## src/rtl/hdlc_af_pkg.sv

```systemverilog
package hdlc_af_pkg;
  typedef enum logic {AF_IDLE = 1'b0, AF_BUSY = 1'b1} af_state_e;
  localparam int AF_BYTE_W = 8;
  localparam int AF_ADDR_W = 16;
  localparam int AF_SLOTS  = 4;
endpackage

```

## src/rtl/hdlc_af_capture.sv

```systemverilog
module hdlc_af_capture
  import hdlc_af_pkg::*;
#(
  parameter int BW = AF_BYTE_W,
  parameter int AW = AF_ADDR_W
) (
  input  logic          clk,
  input  logic          rst,
  input  logic          sof,
  input  logic          byte_valid,
  input  logic [BW-1:0] byte_data,
  input  logic          eof,
  output logic [AW-1:0] word_nx,
  output logic          frame_start,
  output logic          last_addr
);
  localparam int NB = AW / BW;
  localparam int IW = $clog2(NB + 1);

  af_state_e     st_q;
  logic [IW-1:0] idx_q;
  logic [AW-1:0] word_q;
  logic          take_next;

  assign frame_start = byte_valid && sof;
  assign take_next   = byte_valid && !sof && !eof && (st_q == AF_BUSY) && (idx_q < IW'(NB));
  assign last_addr   = (frame_start && (NB == 1)) || (take_next && (idx_q == IW'(NB - 1)));

  // next compare word: current byte dropped into its little-endian lane
  always_comb begin
    word_nx = frame_start ? '0 : word_q;
    for (int k = 0; k < NB; k++) begin
      if ((frame_start && k == 0) || (take_next && idx_q == IW'(k)))
        word_nx[k*BW +: BW] = byte_data;
    end
  end

  always_ff @(posedge clk) begin
    if (rst) begin
      st_q   <= AF_IDLE;
      idx_q  <= '0;
      word_q <= '0;
    end else begin
      word_q <= word_nx;
      if (frame_start) begin
        st_q  <= AF_BUSY;
        idx_q <= IW'(1);
      end else if (eof) begin
        st_q  <= AF_IDLE;
        idx_q <= '0;
      end else if (take_next) begin
        idx_q <= idx_q + IW'(1);
      end
    end
  end
endmodule

```

## src/rtl/hdlc_af_slot_cmp.sv

```systemverilog
module hdlc_af_slot_cmp
  import hdlc_af_pkg::*;
#(
  parameter int AW    = AF_ADDR_W,
  parameter int NSLOT = AF_SLOTS
) (
  input  logic [AW-1:0]       word,
  input  logic [NSLOT*AW-1:0] slots,
  input  logic [AW-1:0]       mask,
  output logic [NSLOT-1:0]    hit
);
  for (genvar g = 0; g < NSLOT; g++) begin : g_slot
    assign hit[g] = ~|((word ^ slots[g*AW +: AW]) & mask);
  end
endmodule

```

## src/rtl/hdlc_af_decide.sv

```systemverilog
module hdlc_af_decide
  import hdlc_af_pkg::*;
#(
  parameter int NSLOT = AF_SLOTS
) (
  input  logic             clk,
  input  logic             rst,
  input  logic             frame_start,
  input  logic             last_addr,
  input  logic [NSLOT-1:0] hit_vec,
  input  logic             eof,
  input  logic             eof_ok,
  output logic             addr_done,
  output logic             addr_hit,
  output logic [NSLOT-1:0] slot_hit,
  output logic             miss_pulse
);
  always_ff @(posedge clk) begin
    if (rst) begin
      addr_done  <= 1'b0;
      addr_hit   <= 1'b0;
      slot_hit   <= '0;
      miss_pulse <= 1'b0;
    end else begin
      miss_pulse <= eof && eof_ok && addr_done && !addr_hit;
      if (eof || frame_start) begin
        addr_done <= 1'b0;
        addr_hit  <= 1'b0;
        slot_hit  <= '0;
      end
      if (last_addr) begin
        addr_done <= 1'b1;
        addr_hit  <= |hit_vec;
        slot_hit  <= hit_vec;
      end
    end
  end
endmodule

```

## src/rtl/hdlc_addr_filter.sv

```systemverilog
module hdlc_addr_filter
  import hdlc_af_pkg::*;
#(
  parameter int BW    = AF_BYTE_W,
  parameter int AW    = AF_ADDR_W,
  parameter int NSLOT = AF_SLOTS
) (
  input  logic             clk,
  input  logic             rst,
  input  logic             sof,
  input  logic             byte_valid,
  input  logic [BW-1:0]    byte_data,
  input  logic             eof,
  input  logic             eof_ok,
  input  logic [NSLOT*AW-1:0] addr_slots,
  input  logic [AW-1:0]    addr_mask,
  output logic             addr_done,
  output logic             addr_hit,
  output logic [NSLOT-1:0] slot_hit,
  output logic             miss_pulse
);
  logic [AW-1:0]    word_nx;
  logic             frame_start;
  logic             last_addr;
  logic [NSLOT-1:0] hit_vec;

  hdlc_af_capture #(.BW(BW), .AW(AW)) u_cap (
    .clk(clk), .rst(rst), .sof(sof), .byte_valid(byte_valid),
    .byte_data(byte_data), .eof(eof), .word_nx(word_nx),
    .frame_start(frame_start), .last_addr(last_addr)
  );

  hdlc_af_slot_cmp #(.AW(AW), .NSLOT(NSLOT)) u_cmp (
    .word(word_nx), .slots(addr_slots), .mask(addr_mask), .hit(hit_vec)
  );

  hdlc_af_decide #(.NSLOT(NSLOT)) u_dec (
    .clk(clk), .rst(rst), .frame_start(frame_start), .last_addr(last_addr),
    .hit_vec(hit_vec), .eof(eof), .eof_ok(eof_ok),
    .addr_done(addr_done), .addr_hit(addr_hit), .slot_hit(slot_hit),
    .miss_pulse(miss_pulse)
  );
endmodule

```

## config.mk

```make
export PLATFORM = sky130hd
export DESIGN_NAME = hdlc_addr_filter
export DESIGN_NICKNAME = d
export VERILOG_FILES = /design/src/rtl/hdlc_af_pkg.sv /design/src/rtl/hdlc_af_capture.sv /design/src/rtl/hdlc_af_slot_cmp.sv /design/src/rtl/hdlc_af_decide.sv /design/src/rtl/hdlc_addr_filter.sv
export SDC_FILE = /design/constraint.sdc
export NUM_CORES = 1
export LEC_CHECK = 0
export BUFFER_PORTS_ARGS = -buffer_cell sky130_fd_sc_hd__buf_2
export CAP_MARGIN = 0
export CORE_UTILIZATION = 54
export CTS_CLUSTER_DIAMETER = 100
export DETAILED_ROUTE_END_ITERATION = 6
export GPL_TIMING_DRIVEN = 1
export PLACE_DENSITY = 0.95
export REMOVE_ABC_BUFFERS = 1
export SETUP_SLACK_MARGIN = 0.1
export SYNTH_ARGS = -nofsm -noshare
export SYNTH_HDL_FRONTEND = slang
export SYNTH_SLANG_ARGS = --single-unit
```

## constraint.sdc

```tcl
create_clock -name clk -period 4.7 [get_ports clk]
set_input_delay 0.47 -clock clk [delete_from_list [all_inputs] [get_ports clk]]
set_output_delay 0.47 -clock clk [all_outputs]
set_load 0.02 [all_outputs]
```

* Word level (Yosys, flattened, before mapping)
Cells that the tools add are included.
** Word-level totals
- Bits in latches :: 0
- Memories :: 0
- Memory bits (read-only) :: 0
- Word-level logic and storage cells :: 61
- Register bits :: 26
- Output and inout port bits :: 7
- Memory bits (writable) :: 0
** Cells by class
- Order comparisons :: 1
- $mul :: 0
- Add/subtract/negate cells :: 1
- Divide/modulo/power cells :: 0
- Reduce and logical (&&, ||, !) cells :: 29
- Multiplexer cells :: 13
- Shift operators :: 0
- Bitwise operators :: 8
- Equal/unequal tests :: 1
** Operators with widths (count)
- $and 16x16->16 :: 4
- $reduce_or 16->1 :: 4
- $xor 16x16->16 :: 4
- $mux 16 :: 1
- $mux 8 :: 2
- $logic_and 1x1->1 :: 10
- $mux 1 :: 8
- $mux 4 :: 2
- $logic_not 1->1 :: 7
- $reduce_bool 2->1 :: 2
- $reduce_or 4->1 :: 1
- $reduce_bool 3->1 :: 1
- $reduce_or 3->1 :: 1
- $add 2x1->2 const B :: 1
- $eq 2x1->1 const B :: 1
- $logic_not 2->1 :: 1
- $logic_or 1x1->1 :: 2
- $lt 2x2->1 const B :: 1

* Longest topological paths before layout
- Depth in word-level cells :: 14
- Gate-level depth with buffers :: 11
- Depth with buffers taken out :: 10

* Hierarchy
A second synthesis with hierarchy kept.
** Unflattened totals
- Cells, all modules :: 272
- Area, all modules :: 2285.9 µm²
** Modules (own cells, without submodules)
- hdlc_af_capture :: times used 1, cells each 136, seq. area each 380.4 µm², area an instance 1139.8 µm²
- hdlc_af_slot_cmp :: times used 1, cells each 108, seq. area each 0.0 µm², area an instance 865.8 µm²
- hdlc_af_decide :: times used 1, cells each 28, seq. area each 140.1 µm², area an instance 280.3 µm²

* Worst setup path before layout
No wires, ideal clock.
- Path kind :: register to register
- Start :: register u_cap.idx_q[1]
- End :: register u_dec.addr_hit
- Slack :: 2.082 ns
- Path buffers :: 0
- Period minus slack after synthesis :: 2.618 ns
- Cell stages (with the launch flop) :: 11
- Arrival :: 2.533 ns
- Library setup time :: 0.086 ns
- Cell sequence :: dfxtp_1 > inv_1 > ha_1 > nor4bb_4 > o21ai_4 > mux2i_2 > mux2i_1 > a2111oi_2 > and4_1 > nor4_1 > a211oi_1
** On the way
- Longest elaborated chain between the ends :: 11
- Elaborated cells on any way between the ends :: 28
- Classes of those cells :: 1 x order compare; 1 x eq/ne; 3 x mux; 8 x bitwise; 15 x reduce/logical
** Ends and longest elaborated chain
- start, declared :: line hdlc_af_capture.sv:21 : logic [IW-1:0] idx_q;
- start signal, assigned :: line hdlc_af_capture.sv:52 : idx_q <= idx_q + IW'(1);
- $lt 2x2->1 :: line hdlc_af_capture.sv:26 : assign take_next = byte_valid && !sof && !eof && (st_q == AF_BUSY) && (idx_q < IW'(NB));
- $logic_and 1x1->1 :: line hdlc_af_capture.sv:26
- $logic_and 1x1->1 :: line hdlc_af_capture.sv:33 : if ((frame_start && k == 0) || (take_next && idx_q == IW'(k)))
- $logic_or 1x1->1 :: line hdlc_af_capture.sv:33
- $mux 8 :: line hdlc_af_capture.sv:33
- $xor 16x16->16 :: line hdlc_af_slot_cmp.sv:13 : assign hit[g] = ~|((word ^ slots[g*AW +: AW]) & mask);
- $and 16x16->16 :: line hdlc_af_slot_cmp.sv:13
- $reduce_or 16->1 :: line hdlc_af_slot_cmp.sv:13
- $logic_not 1->1 :: line hdlc_af_slot_cmp.sv:13
- $reduce_or 4->1 :: line hdlc_af_decide.sv:33 : addr_hit <= |hit_vec;
- $mux 1 :: line hdlc_af_decide.sv:31 : if (last_addr) begin
- end signal, assigned :: line hdlc_af_decide.sv:33
- end, declared :: line hdlc_af_decide.sv:14 : output logic addr_hit,
Parallel ways exist; a longest one is shown, timed or not.
A chain may end at the register's enable or synchronous reset.

* Worst setup path in the final report
Same ends and word-level chain as after synthesis.

==> metrics.txt <==
r2r startpoint=u_cap.idx_q[1]; WHS=450.0 ps; Avg Synthesized Cell Area=8.090 µm²; CP bufs+invs=1; final RePlAce weighted congestion=1.065; P per Cell Area=201.6 nW/µm²; Post-CTS Setup Inserts=0; Antenna Nets Post-Route=0; minimum clock period=roughly 3100 ps; ratio of cells with drive above 1 in the final layout=between 20 and 30%; crit share post-route=66.72%; Final setup violation count=0; Pre-antenna DRT Iters=5; Post-CTS Resized=0; core area=4504 µm²; Post-Route WL=just under 9000 µm; Critical-path top delay cell=mux2i_2; remaining routing DRC violations=0; ys flop type=dfxtp_1; commonest cells in the netlist=nand2_1 (40), xor2_1 (36), xnor2_1 (28); final hold violation count=0; Post-CTS Hold Fix Bufs=0; Initial DRC Count=roughly 270; vias in the first global route=2817; grt ovf=0; TritonCTS clock tree=yes; I/O Buffers=100; Initial Utilization=58.19%; Synth async-reset ratio=0%; pre-CTS setup slack=1502 ps; root buffer cell=clkbuf_8; initial antenna violation count=0; relative slew slack=46.24%; max cap viols=0; CP Cell Sequence=inv_1, ha_1, nor4bb_4, o21ai_4, mux2i_2, mux2i_1, a2111oi_0, and4_1, nor4_1, a211oi_1; Synth area leaders=dfxtp_1 (20%), xor2_1 (12%), xnor2_1 (9.4%); Post-Synthesis Cells=324; routed vias/inst=6.450; most common cell in the synthesized netlist=nand2_1; cell taking the most area after synthesis=dfxtp_1; hpwl dp=approximately 7000 µm; worst r2r dst=u_dec.addr_hit; RSZ-0062 raised after global routing=false; vias=2967; r2r setup slk=roughly 1600 ps; Comb pwr share=34.7%; P_sw=201.2 µW; WP data arrival=3330 ps; Num CTS Buffers=3; Post-synth EDFFs=0; WL per Instance=19.09 µm; #FFs+latches synth=26; synth warn=0; Unique masters post-synth=52; Clock Latency Late Sink=280 ps; worst clock skew=slightly above 8 ps; I/O pin total=101; # fillers=371; worst min-delay path class=in -> reg; Worst-path clk slew=roughly 90 ps; share of the synthesized area in the top cell type=19.86%; status=finished clean; worst vdd ir=0.1562 mV; Critical Path Fanout Max=8; P_int=between 400 and 500 µW; first-pass GRT wire length=13600 µm; WHS Path Cells=2; critical path depth=10; leakage power=1.345 nW; crit path launch type=flop; Worst Hold End=u_dec.miss_pulse; Cell Area, Synth=2621 µm²; die height=~70 µm; Setup CP Type=reg -> reg; Final Max Tran Viols=0; die area=5137 µm²; area delta synth->final=21.24%; Ant. Diodes=0; Reg power frac=35.6%; CTS Buffer Depth=2; Worst Tran Pin Value=806.4 ps; Die Width=between 70 and 80 µm; setup TNS=0 ps; clk sinks=26; Largest stage delay, worst path=490 ps; fmax=0.3189 GHz; post-synthesis sequential area ratio=19.86%; switching share of power=a little under a third; CTS H-Tree Depth=1; Total GRT Usage=34.02%; WP data required=just under 5000 ps; part of the power in the clock network=29.7%; largest net degree at the start of global routing=27; family with the most delay on the worst path=compound AO/OA/AOI/OAI gates; HP Start=eof_ok; Final WS setup=1564 ps; Nets=between 500 and 600; Critical Path Sink Type=flop; FF-to-FF path depth=10; std cell rows=24
-- state kept, by name (all words and copies together), names as in the netlist --
register and cells:
u_dec.miss_pulse 1, u_cap.st_q 1, u_cap.idx_q 2, u_dec.addr_done 1, u_dec.slot_hit 4, u_cap.word_q 16, u_dec.addr_hit 1
-- cells by family (layout without fill, tap and decap cells) --
group,count (synthesis),count (layout),share of synthesized area (%)
AO/OA/AOI/OAI,91,91,26.11
XOR/XNOR,64,64,21.38
adder cells (fa/ha/maj),2,2,0.9545
buffers and inverters,24,108,3.628
flip-flops,26,26,19.86
multiplexers,17,17,8.353
AND/OR/NAND/NOR,100,100,19.71
-- worst max-delay path by stage --
| stage | from | slack, ps | to |
|---|---|---|---|
| final | u_cap.idx_q[1] | 1560 | u_dec.addr_hit |
| after global routing | u_cap.idx_q[1] | 1390 | u_dec.addr_hit |
| after CTS | u_cap.idx_q[1] | 1620 | u_dec.addr_hit |
| after detailed placement | byte_valid | 1500 | u_dec.addr_hit |
| after global placement | byte_valid | 1640 | u_dec.addr_hit |
| after floorplan | u_cap.idx_q[1] | 2080 | u_dec.addr_hit |
-- metrics by stage --
stage	total power, mW	instances	util, %	area, µm²
floorplan	0.3462	304	-	2541
global placement	0.4450	456	68.97	3107
detailed placement	0.4482	456	68.97	3107
CTS	0.6377	460	70.56	3178
global route	0.6623	460	70.56	3178
finish	0.6408	460	70.56	3178
-- area by class of cell --
class | instances | area, µm² | area share [%]
Clock inverter | 1 | 30.03 | 0.9449
Clock buffer | 3 | 41.29 | 1.299
Inverter | 4 | 15.01 | 0.4724
Timing Repair Buffer | 100 | 500.5 | 15.75
Sequential cell | 26 | 520.5 | 16.38
Tap cell | 52 | 65.06 | 2.047
Multi-Input combinational cell | 274 | 2006 | 63.11
-- metal layers --
metal  GRT usage (%)  vias to the layer above  wire (µm)
li1                -                     1359          -
met1           42.26                     1358       3409
met2           57.23                      212       4122
met3           8.298                       38        921
met4           12.20                        0        327
met5               0                        -          0
-- cells in the final DEF, fill, tap and decap left out, types with 4 or more instances in the layout --
| cell type | n |
|---|---|
| a21boi_1 | 4 |
| xor2_1 | 36 |
| and4_1 | 4 |
| o21ai_0 | 5 |
| mux2i_1 | 8 |
| nor2_1 | 16 |
| a21oi_1 | 18 |
| a22oi_1 | 15 |
| a32oi_1 | 4 |
| and2_1 | 4 |
| dfxtp_1 | 26 |
| mux2i_2 | 6 |
| xnor2_1 | 28 |
| buf_2 | 100 |
| o22ai_1 | 4 |
| a222oi_1 | 5 |
| nand2b_1 | 7 |
| nand2_1 | 40 |
| nand3b_1 | 6 |
| nand3_1 | 13 |
| inv_1 | 4 |
| a221oi_1 | 6 |
-- power groups by stage --
stage	clock network (mW)	logic (mW)	registers (mW)
global placement	0	0.212	0.233
finish	0.191	0.222	0.228
CTS	0.193	0.217	0.228
floorplan	0	0.114	0.232
detailed placement	0	0.215	0.233
global route	0.197	0.237	0.229
Power figures use the tool's default switching activity.
